File: config.mk
export PLATFORM = sky130hd
export DESIGN_NAME = trk_coincidence
export DESIGN_NICKNAME = d
export VERILOG_FILES = /design/src/rtl/trkcoin_pkg.sv /design/src/rtl/trkcoin_ctrl.sv /design/src/rtl/trkcoin_datapath.sv /design/src/rtl/trk_coincidence.sv
export SDC_FILE = /design/constraint.sdc
export NUM_CORES = 1
export LEC_CHECK = 0
export CELL_PAD_IN_SITES_DETAIL_PLACEMENT = 1
export CELL_PAD_IN_SITES_GLOBAL_PLACEMENT = 1
export CORE_MARGIN = 3
export CORE_UTILIZATION = 37
export CTS_CLUSTER_SIZE = 28
export DETAILED_ROUTE_END_ITERATION = 6
export DONT_BUFFER_PORTS = 1
export GPL_ROUTABILITY_DRIVEN = 0
export GPL_TIMING_DRIVEN = 0
export PLACE_DENSITY_LB_ADDON = 0.1
export RECOVER_POWER = 100
export SLEW_MARGIN = 5
export SYNTH_ARGS = -nofsm -noshare
export SYNTH_HDL_FRONTEND = slang
export SYNTH_HIERARCHICAL = 1
export SYNTH_SLANG_ARGS = --single-unit
export TNS_END_PERCENT = 20
File: constraint.sdc
create_clock -name clk -period 0.8 [get_ports clk]
set_input_delay 0.08 -clock clk [delete_from_list [all_inputs] [get_ports clk]]
set_output_delay 0.08 -clock clk [all_outputs]
set_load 0.05 [all_outputs]
File: src/rtl/trkcoin_pkg.sv
package trkcoin_pkg;
  typedef struct packed {
    logic allowThree;
    logic requireFour;
  } voteStrobes_t;
endpackage

File: src/rtl/trkcoin_ctrl.sv
module trkcoin_ctrl
  import trkcoin_pkg::*;
(
  input  logic         strictLong,
  output voteStrobes_t strobes
);
  always_comb begin
    strobes.requireFour = strictLong;
    strobes.allowThree  = ~strictLong;
  end
endmodule

File: src/rtl/trkcoin_datapath.sv
module trkcoin_datapath
  import trkcoin_pkg::*;
#(
  parameter int NUM_SECTORS = 32,
  parameter int COUNT_W     = 4
) (
  input  logic                   clk,
  input  logic                   rstN,
  input  voteStrobes_t           strobes,
  input  logic [NUM_SECTORS-1:0] outerSeg,
  input  logic [NUM_SECTORS-1:0] middleSeg,
  input  logic [NUM_SECTORS-1:0] innerUpSeg,
  input  logic [NUM_SECTORS-1:0] innerLowSeg,
  output logic [NUM_SECTORS-1:0] longFlags,
  output logic [NUM_SECTORS-1:0] shortFlags,
  output logic [COUNT_W-1:0]     longCount,
  output logic [COUNT_W-1:0]     shortCount
);
  localparam int POP_W = $clog2(NUM_SECTORS + 1);
  localparam int SAT   = (1 << COUNT_W) - 1;

  logic [NUM_SECTORS-1:0] roadMid, roadUp, roadLow;
  logic [NUM_SECTORS-1:0] longNext, shortNext;
  logic [POP_W-1:0]       longPop, shortPop;
  logic [COUNT_W-1:0]     longSat, shortSat;

  for (genvar s = 0; s < NUM_SECTORS; s++) begin : g_sector
    localparam int LO = (s + NUM_SECTORS - 1) % NUM_SECTORS;
    localparam int HI = (s + 1) % NUM_SECTORS;
    logic [2:0] votes;

    assign roadMid[s] = middleSeg[LO]   | middleSeg[s]   | middleSeg[HI];
    assign roadUp[s]  = innerUpSeg[LO]  | innerUpSeg[s]  | innerUpSeg[HI];
    assign roadLow[s] = innerLowSeg[LO] | innerLowSeg[s] | innerLowSeg[HI];
    assign votes = {2'b00, outerSeg[s]} + {2'b00, roadMid[s]}
                 + {2'b00, roadUp[s]}   + {2'b00, roadLow[s]};
    assign longNext[s] = strobes.requireFour ? (votes == 3'd4)
                                             : (strobes.allowThree && votes >= 3'd3);
    assign shortNext[s] = middleSeg[s] & roadUp[s] & roadLow[s] & ~longNext[s];

    p_strict_ref_r4: assert property (@(posedge clk) disable iff (!rstN)
      ($past(strobes.requireFour) && longFlags[s]) |-> $past(outerSeg[s]))
      else $error("strict long flag without outer reference");
    p_short_ref_r3: assert property (@(posedge clk) disable iff (!rstN)
      shortFlags[s] |-> $past(middleSeg[s]))
      else $error("short flag without middle reference");
  end

  always_comb begin
    longPop  = '0;
    shortPop = '0;
    for (int i = 0; i < NUM_SECTORS; i++) begin
      longPop  = longPop  + POP_W'(longNext[i]);
      shortPop = shortPop + POP_W'(shortNext[i]);
    end
    longSat  = (longPop  > POP_W'(SAT)) ? COUNT_W'(SAT) : COUNT_W'(longPop);
    shortSat = (shortPop > POP_W'(SAT)) ? COUNT_W'(SAT) : COUNT_W'(shortPop);
  end

  always_ff @(posedge clk or negedge rstN) begin
    if (!rstN) begin
      longFlags  <= '0;
      shortFlags <= '0;
      longCount  <= '0;
      shortCount <= '0;
    end else begin
      longFlags  <= longNext;
      shortFlags <= shortNext;
      longCount  <= longSat;
      shortCount <= shortSat;
    end
  end

  p_exclusive_r5: assert property (@(posedge clk) disable iff (!rstN)
    (longFlags & shortFlags) == '0)
    else $error("sector flagged long and short");
  p_long_count_r6: assert property (@(posedge clk) disable iff (!rstN)
    longCount == (($countones(longFlags) > SAT) ? COUNT_W'(SAT)
                                                : COUNT_W'($countones(longFlags))))
    else $error("long count disagrees with flags");
  p_short_count_r6: assert property (@(posedge clk) disable iff (!rstN)
    shortCount == (($countones(shortFlags) > SAT) ? COUNT_W'(SAT)
                                                  : COUNT_W'($countones(shortFlags))))
    else $error("short count disagrees with flags");
endmodule

File: src/rtl/trk_coincidence.sv
module trk_coincidence
  import trkcoin_pkg::*;
#(
  parameter int NUM_SECTORS = 32,
  parameter int COUNT_W     = 4
) (
  input  logic                   clk,
  input  logic                   rstN,
  input  logic                   strictLong,
  input  logic [NUM_SECTORS-1:0] outerSeg,
  input  logic [NUM_SECTORS-1:0] middleSeg,
  input  logic [NUM_SECTORS-1:0] innerUpSeg,
  input  logic [NUM_SECTORS-1:0] innerLowSeg,
  output logic [NUM_SECTORS-1:0] longFlags,
  output logic [NUM_SECTORS-1:0] shortFlags,
  output logic [COUNT_W-1:0]     longCount,
  output logic [COUNT_W-1:0]     shortCount
);
  voteStrobes_t strobes;

  trkcoin_ctrl u_ctrl (
    .strictLong (strictLong),
    .strobes    (strobes)
  );

  trkcoin_datapath #(
    .NUM_SECTORS (NUM_SECTORS),
    .COUNT_W     (COUNT_W)
  ) u_dp (
    .clk         (clk),
    .rstN        (rstN),
    .strobes     (strobes),
    .outerSeg    (outerSeg),
    .middleSeg   (middleSeg),
    .innerUpSeg  (innerUpSeg),
    .innerLowSeg (innerLowSeg),
    .longFlags   (longFlags),
    .shortFlags  (shortFlags),
    .longCount   (longCount),
    .shortCount  (shortCount)
  );
endmodule

==> results of run 1 <==
through the flow:
stage | hold WS (ps) | setup TNS, ps | utilization | cells
floorplan | -215.6 | -111710 | - | 639
global placement | -213.5 | -125240 | 0.4157 | 864
detailed placement | -213.8 | -128040 | 0.4157 | 864
CTS | -587.2 | -103080 | 0.5076 | 903
global route | -588.7 | -108520 | 0.5276 | 917
finish | -570.8 | -103450 | 0.5276 | 917
synthesized netlist by cell type (all sizes together), types with 3 or more instances:
cell type,instances,area (µm²)
o32a,6,63.81
a21oi,34,170.2
nor3b,3,22.52
dfrtp,72,1802
nand4bb,17,191.4
inv,89,334.1
buf,6,45.04
or3,93,581.8
fa,80,1602
nor2b,3,18.77
o21ai,20,100.1
or2,10,62.56
nor3,32,160.2
ha,78,975.9
o21a,3,22.52
nor2,14,52.55
o32ai,8,92.59
nand2,38,142.6
nand3,16,80.08
registers in the layout, indices dropped and copies added (netlist names):
name and flops:
u_dp/longCount 4, u_dp/longFlags 32, u_dp/shortCount 4, u_dp/shortFlags 32
final cells by class:
type                    instances  area share
multi-input cells             471      0.6547
clock buffers                  13     0.02822
inverters                      89     0.03677
clock inverters                 3    0.004342
flip-flops and latches         72      0.2050
plain buffers                   7    0.005427
well taps                     225     0.03053
repair buffers                 37     0.03501
where the power goes:
| group | switching, µW | internal [µW] | total [µW] |
|---|---|---|---|
| Sequential | 2350 | 4510 | 6860 |
| Clock | 1660 | 2580 | 4240 |
| Combinational | 11700 | 10400 | 22100 |
worst max-delay path, cell delays in order:
cell and delay (ps):
or3_4 380, fa_1 510, ha_2 230, ha_4 260
nand4bb_1 140, o21ai_2 90, or3_4 390, fa_1 480
fa_1 500, inv_1 50, fa_1 470, inv_1 60
fa_2 570, fa_1 430, fa_1 520, inv_2 50
ha_4 160, fa_2 390, a21o_1 180, a32oi_2 220
nand3_1 130
per-layer routing:
| layer | track usage | vias to the layer above | share of wire |
|---|---|---|---|
| met5 | 0 | - | 0 |
| met4 | 0.06884 | 0 | 0.024 |
| met3 | 0.06623 | 34 | 0.068 |
| met2 | 0.3942 | 169 | 0.50 |
| met1 | 0.2958 | 2718 | 0.41 |
| li1 | - | 2329 | - |
worst max path at each step:
stage	startpoint	end	slack, ps	depth (start not counted)
global route	middleSeg[26]	u_dp/shortCount[2]	-5420	21
finish	middleSeg[22]	u_dp/shortCount[2]	-5290	21
floorplan	innerLowSeg[20]	u_dp/shortCount[2]	-5260	21
CTS	innerLowSeg[16]	u_dp/shortCount[1]	-5280	19
global placement	innerLowSeg[8]	u_dp/shortCount[2]	-5880	20
detailed placement	innerLowSeg[8]	u_dp/shortCount[1]	-6010	20
cells by family (layout without fill, tap and decap cells):
kind of cell               count (synthesis)  in the layout  share of synthesized area
buffers and inverters                     96            149                    0.05766
AOI/OAI and AO/OA                         79             79                    0.07739
xor gates and xnor gates                   2              2                   0.002630
adders and majority gates                158            158                     0.3869
DFF                                       72             72                     0.2705
and+or+nand+nor                          232            232                     0.2049
what timing repair did:
item | in CTS | in global routing
pin swaps | 80 | 45
cloned | 0 | 0
endpoints found under the setup margin | 144 | 144
gates resized for setup | 262 | 50
setup buffers | 23 | 16
endpoints found under the hold margin | 103 | 101
==> impl_metrics.json, run 1 <==
{
  "antenna_found_initial": 0,
  "cts_made_buffers": 9,
  "io_buffers": 0,
  "final-hold-violation-count": 101,
  "post-route-period-util": 7.608,
  "routed_wl_um": 23270,
  "syn_nets": 928,
  "gr-total-overflow": 0,
  "avgSynthCellArea_um2": 10.42,
  "post-place-ws_ps": -6013,
  "layout_common_cells": "fa_1, inv_1, dfrtp_2, or3_4, or3_1",
  "cp_max_fo": 4,
  "path_class": "primary input to flip-flop",
  "drt_iter0_drc": 157,
  "core_um2": 17480,
  "dpl.hpwl_um": 17920,
  "cts.path.max_buffers": 2,
  "cts_max_level": 3,
  "violations": "negative hold slack, negative setup slack",
  "routedWlPerCell_um": 25.38,
  "rsz0062_at_grt": "true",
  "regArea_um2": 1891,
  "timing.hold.ws_ps": -570.8,
  "drive_above_1_share": 0.5462,
  "clock_sinks": 72,
  "syn2layout_area_growth_pct": 38.43,
  "start_kind": "primary input",
  "yosysSeqAreaShare": 0.2705,
  "slew_violations": 0,
  "start_util": 0.3812,
  "async_reset_ff_frac": 1.000,
  "viasPerCell": 5.725,
  "vias": 5250,
  "power_density_nw_per_um2": 3597,
  "io_pins": 203,
  "synth_ff_type": "dfrtp_1",
  "cts_tree": "done",
  "ant_nets": 0,
  "p_total_uw": 33170,
  "ys_seq_elements": 72,
  "crit_path_end_kind": "flip-flop",
  "fmax_ghz": 0.1643,
  "ys_types": 40,
  "worstMarginPinSlew_ps": 484.4,
  "nets": 976,
  "firstDrtPassIters": 4,
  "synthCells": 639,
  "maxSlewHeadroom": 0.6746,
  "final_area_um2": 9221,
  "die_h_um": 140.2,
  "clkSlewWorstSetupHoldPaths_ps": 60,
  "multi_input_area_um2": 6037,
  "nFillCells": 1755,
  "hold_path.class": "primary input to async pin",
  "grt_pass1_wl_um": 35540,
  "setup_viol": 144,
  "yosys_warnings": 6,
  "syn_area_um2": 6661,
  "vdd_drop_max_mv": 2.272,
  "drc": 0,
  "grt_pass1_vias": 6120,
  "layout_commonest_cell": "fa_1",
  "setup_slack_ps": -5286,
  "cts_root_buf": "clkbuf_16",
  "maxCapViolations": 0,
  "die_w_um": 140.2,
  "p_leak_uw": 0.003621,
  "crit_arrival_ps": 6290,
  "row_count": 48,
  "grt_max_degree": 73,
  "synth_edf_count": 0,
  "period_needed_ps": 6086,
  "dpl_cell_area_um2": 7266,
  "antenna_cells": 0,
  "required_ps": 1000,
  "status": "finished with violations",
  "dieArea_um2": 19650,
  "grtUsageTotal": 0.2347
}
Power figures use the tool's default switching activity.
==> run 2: changes to the inputs <==
--- a/config.mk
+++ b/config.mk
@@ -7,6 +7,7 @@
 export LEC_CHECK = 0
 export CELL_PAD_IN_SITES_DETAIL_PLACEMENT = 1
 export CELL_PAD_IN_SITES_GLOBAL_PLACEMENT = 1
+export CORE_ASPECT_RATIO = 1.1
 export CORE_MARGIN = 3
 export CORE_UTILIZATION = 37
 export CTS_CLUSTER_SIZE = 28
==> constraint.sdc (replaced) <==
create_clock -name clk -period 0.8 [get_ports clk]
set_input_delay 0.08 -clock clk [delete_from_list [all_inputs] [get_ports clk]]
set_output_delay 0.08 -clock clk [all_outputs]
set_load 0.02 [all_outputs]
==> impl_metrics.json, run 2 (synthesis results as in run 1) <==
{
  "io_buffers": 0,
  "required_ps": 1010,
  "drive_above_1_share": 0.4877,
  "setup_viol": 144,
  "netSwitchingPower_uw": 13810,
  "period_needed_ps": 6002,
  "drt_iter0_drc": 132,
  "p_clk_frac": 0.136,
  "vdd_drop_max_mv": 2.467,
  "sequentialPowerShare": 0.178,
  "cp_max_fo": 4,
  "status": "finished with violations",
  "violations": "negative hold slack, negative setup slack",
  "antenna_found_initial": 0,
  "clkSlewWorstSetupHoldPaths_ps": 60,
  "grt_pass1_vias": 6226,
  "p_int_uw": 17170,
  "core_um2": 17330,
  "routedWlPerCell_um": 24.83,
  "drc": 0,
  "power_density_nw_per_um2": 3387,
  "ant_nets": 0,
  "path_class": "primary input to flip-flop",
  "clock_sinks": 72,
  "crit_path_start": "middleSeg[22]",
  "die_w_um": 133.9,
  "start_kind": "primary input",
  "worstMarginPinSlew_ps": 551.2,
  "crit_arrival_ps": 6210,
  "fmax_ghz": 0.1666,
  "vias": 5167,
  "post-route-period-util": 7.503,
  "p_leak_uw": 0.003640,
  "maxSlewHeadroom": 0.6326,
  "gr-total-overflow": 0,
  "cp_common_cell": "fa_1",
  "io_pins": 203,
  "cts_tree": "done",
  "sw_frac_of_total": 0.4458,
  "rsz0062_at_grt": "true",
  "nets": 975,
  "reg.largest.list": "u_dp/longFlags: 32 flops, u_dp/shortFlags: 32 flops",
  "max_stage_delay_ps": 540,
  "cts_max_level": 3,
  "slowest_stage": "fa_1",
  "dieArea_um2": 19650,
  "cts_made_buffers": 9,
  "layout_commonest_cell": "fa_1",
  "crit_path_end_kind": "flip-flop",
  "dpl.hpwl_um": 17630,
  "syn2layout_area_growth_pct": 37.34,
  "nFillCells": 1799,
  "routed_wl_um": 22970,
  "combPwrFrac": 0.686,
  "die_h_um": 146.7,
  "layout_common_cells": "fa_1, inv_1, or3_4, or3_1, dfrtp_2",
  "utilization": 0.5279,
  "final-hold-violation-count": 100,
  "crit_chain": "or3_4, fa_1, ha_2, ha_4, nand4bb_4, o21ai_4, or3_4, fa_1, fa_1, inv_2, fa_1, inv_2, fa_1, fa_1, fa_1, inv_2, ha_4, fa_2, a21o_1, a32oi_2, nand3_1",
  "grt_pass1_wl_um": 35560,
  "cts_root_buf": "clkbuf_16",
  "p_total_uw": 30990,
  "setup_slack_ps": -5202,
  "grtUsageTotal": 0.2359,
  "firstDrtPassIters": 4,
  "cts.path.max_buffers": 2,
  "slew_violations": 0,
  "hold_path.class": "primary input to async pin",
  "row_count": 50,
  "start_util": 0.3844,
  "antenna_cells": 0,
  "grt_max_degree": 73,
  "viasPerCell": 5.586,
  "timing.hold.ws_ps": -570.0,
  "maxCapViolations": 0
}
## run 2: cell types whose count changed in the layout (fill, tap and decap cells not counted), moves of 4 or more
cell	change
o21ai_2	-4
or3_1	+7
nor3_4	-4
nor3_1	+5
or3_4	-7
dfrtp_2	-29
dfrtp_1	+29
## run 2: path summary, 6_finish.rpt
path	depth (start not counted)	end	slack, ps
setup / recovery	21	u_dp/shortCount[0]	-5200
hold / removal	0	u_dp/shortFlags[13]	-570
max in group asynchronous	0	u_dp/longFlags[17]	1220
min in group clk	2	u_dp/shortFlags[28]	-120
## run 2: final cells by class
cell class	instances	area (µm²)	share of cell area
multi-input combinational	471	5992	0.6550
clock inverter	3	40.04	0.004376
inverter	89	336.6	0.03679
timing repair buffer	36	322.8	0.03528
buffer	7	50.05	0.005470
clock buffer	13	260.3	0.02845
sequential	72	1854	0.2027
tap	234	292.8	0.03200
## run 2: through the flow
stage	worst slack, ps	cells	TNS (ps)	instance area (µm²)
floorplan	-5259	639	-111710	6984
global placement	-5769	873	-124250	7277
detailed placement	-5838	873	-126790	7277
CTS	-5221	913	-99080	8697
global route	-5366	925	-103590	9149
finish	-5202	925	-97760	9149
## run 2: what timing repair did
| item | CTS | global route |
|---|---|---|
| pin swaps | 73 | 39 |
| buffers inserted | 24 | 14 |
| gates resized for setup | 197 | 72 |
| endpoints found under the setup margin | 144 | 144 |
| endpoints found under the hold margin | 104 | 100 |
## run 2: layer usage
metal,up-vias,track usage,part of all wire
li1,2322,-,-
met1,2662,0.2790,0.39
met2,163,0.4323,0.54
met3,20,0.04863,0.055
met4,0,0.06481,0.014
met5,-,0,0
## run 2: power groups by stage
stage / Combinational (µW) / Sequential [µW] / Clock, µW
4_1_cts: 19900 / 5530 / 4350
6_report: 21300 / 5520 / 4200
5_1_grt: 23100 / 5560 / 4490
3_3_place_gp: 16900 / 5520 / 0
3_5_place_dp: 17800 / 5530 / 0
2_1_floorplan: 14500 / 5420 / 0
## run 2: worst max-delay path: cells and delay by family
family | cells | cell delay [ps]
and+or+nand+nor | 4 | 1010
buffers and inverters | 3 | 130
adders and majority gates | 11 | 4530
AOI/OAI and AO/OA | 3 | 470
==> run 3: changes to the inputs <==
--- a/config.mk
+++ b/config.mk
@@ -5,6 +5,7 @@
 export SDC_FILE = /design/constraint.sdc
 export NUM_CORES = 1
 export LEC_CHECK = 0
+export ABC_AREA = 1
 export CELL_PAD_IN_SITES_DETAIL_PLACEMENT = 1
 export CELL_PAD_IN_SITES_GLOBAL_PLACEMENT = 1
 export CORE_ASPECT_RATIO = 1.1
==> impl_metrics.json, run 3 <==
{
  "gr-total-overflow": 0,
  "synthCells": 768,
  "yosys_warnings": 6,
  "row_count": 51,
  "crit_arrival_ps": 5740,
  "max_stage_delay_ps": 560,
  "firstDrtPassIters": 4,
  "start_kind": "primary input",
  "utilization": 0.5661,
  "setup_viol": 144,
  "hold_path.class": "primary input to async pin",
  "ys_top_cells_by_count": "inv_1, nand3_1, fa_1",
  "die_h_um": 148.2,
  "cts.path.max_buffers": 2,
  "viasPerCell": 5.203,
  "reg.largest.list": "u_dp/longFlags: 32 flops, u_dp/shortFlags: 32 flops",
  "cts_max_level": 3,
  "cts_root_buf": "clkbuf_16",
  "cp_max_fo": 4,
  "core_um2": 17870,
  "maxSlewHeadroom": 0.7443,
  "start_util": 0.3807,
  "routedWlPerCell_um": 22.13,
  "syn_area_um2": 6802,
  "slew_violations": 0,
  "layout_common_cells": "inv_1, nand3_1, fa_1, buf_4, dfrtp_2",
  "yosysTopAreaCell": "dfrtp_1",
  "final-hold-violation-count": 95,
  "p_total_uw": 34980,
  "yosysTopAreaCellShare": 0.2649,
  "cts_made_buffers": 9,
  "syn_nets": 1057,
  "crit_chain": "clkinvlp_4, nand3_2, fa_1, ha_2, ha_4, nor2_4, o21ai_2, nor2_2, buf_6, nor2_4, fa_1, inv_2, fa_2, fa_1, fa_1, fa_1, fa_1, inv_2, ha_4, fa_2, nand3_2, nand3_2, nand2_4, nand3_1",
  "io_buffers": 0,
  "yosysSeqAreaShare": 0.2649,
  "syn2layout_area_growth_pct": 48.71,
  "drt_iter0_drc": 147,
  "ant_nets": 0,
  "drc": 0,
  "yosysMostFrequentCell": "inv_1",
  "clkSlewWorstSetupHoldPaths_ps": 60,
  "cts_tree": "done",
  "layout_commonest_cell": "inv_1",
  "setup_slack_ps": -4737,
  "path_class": "primary input to flip-flop",
  "fmax_ghz": 0.1806,
  "nets": 1135,
  "synth_ff_type": "dfrtp_1",
  "drive_above_1_share": 0.5624,
  "async_reset_ff_frac": 1.000,
  "synth_area_leaders": "dfrtp_1, fa_1, ha_1, nand3_1, inv_1",
  "antenna_found_initial": 0,
  "vias": 5661,
  "die_w_um": 135.3,
  "grt_pass1_vias": 6493,
  "grtUsageTotal": 0.2295,
  "avgSynthCellArea_um2": 8.856,
  "ys_types": 18,
  "status": "finished with violations",
  "rsz0062_at_grt": "true",
  "maxCapViolations": 0,
  "cp_common_cell": "fa_1",
  "grt_pass1_wl_um": 35110,
  "routed_wl_um": 24080,
  "vdd_drop_max_mv": 2.337,
  "ys_seq_elements": 72,
  "required_ps": 1010,
  "grt_max_degree": 73,
  "violations": "negative hold slack, negative setup slack",
  "clock_sinks": 72,
  "timing.hold.ws_ps": -569.0,
  "power_density_nw_per_um2": 3458,
  "post-route-period-util": 6.921,
  "period_needed_ps": 5537,
  "io_pins": 203,
  "worstMarginPinSlew_ps": 383.5,
  "p_leak_uw": 0.004237,
  "dieArea_um2": 20050,
  "slowest_stage": "fa_2",
  "antenna_cells": 0,
  "dpl.hpwl_um": 17870,
  "crit_path_end_kind": "flip-flop",
  "synth_edf_count": 0
}
run 3: worst max-delay path, delay by kind of cell:
kind	cells	cell delay [ps]
buffers and inverters	4	310
adder cells (fa/ha/maj)	11	4520
AO/OA/AOI/OAI	1	60
AND/OR/NAND/NOR	8	750
run 3: timing repair:
action / in CTS / in global routing
endpoints found under the setup margin: 144 / 144
buffers inserted: 47 / 21
hold endpoints to repair: 98 / 95
gates resized for setup: 266 / 221
pin swaps: 93 / 85
run 3: worst max-delay path by stage:
stage / start / end / slack [ps] / cells after the start
4_1_cts: middleSeg[26] / u_dp/shortCount[0] / -4620 / 25
2_1_floorplan: innerLowSeg[18] / u_dp/shortCount[3] / -4690 / 25
5_1_grt: middleSeg[4] / u_dp/shortCount[3] / -4890 / 24
3_5_place_dp: innerLowSeg[8] / u_dp/shortCount[0] / -5180 / 23
3_3_place_gp: innerLowSeg[8] / u_dp/shortCount[3] / -5160 / 23
6_report: middleSeg[4] / u_dp/shortCount[3] / -4740 / 24
run 3: through the flow:
stage / setup TNS [ps] / std cells / cell area [µm²] / setup slack [ps]
final: -77960 / 1088 / 10110 / -4737
after global routing: -84830 / 1088 / 10110 / -4890
after CTS: -78110 / 1068 / 9148 / -4622
after detailed placement: -105880 / 1006 / 7564 / -5177
after global placement: -103410 / 1006 / 7564 / -5156
after floorplan: -88830 / 768 / 7266 / -4692
run 3: power breakdown:
group	internal (µW)	switching (µW)
registers	4650	1170
logic	10900	14100
clock network	2470	1600
run 3: final cells by class:
class	instances	area [µm²]
Fill cell	1897	7752
Buffer	7	65.06
Clock inverter	4	45.04
Tap cell	238	297.8
Multi-Input combinational cell	493	5700
Clock buffer	11	242.7
Sequential cell	72	1857
Timing Repair Buffer	67	581.8
Inverter	196	1325
run 3: cell families after synthesis:
| family | Yosys count | synth area share |
|---|---|---|
| xor gates and xnor gates | 2 | 0.002576 |
| AOI/OAI and AO/OA | 65 | 0.04783 |
| buffers and inverters | 203 | 0.1177 |
| and+or+nand+nor | 268 | 0.1880 |
| adders and majority gates | 158 | 0.3790 |
| DFF | 72 | 0.2649 |
run 3: layer usage:
metal	part of all wire	track usage	up-vias
met1	0.37	0.2635	2865
met2	0.56	0.4236	162
met3	0.044	0.04398	50
met4	0.032	0.08014	0
li1	-	-	2584
met5	0	0	-
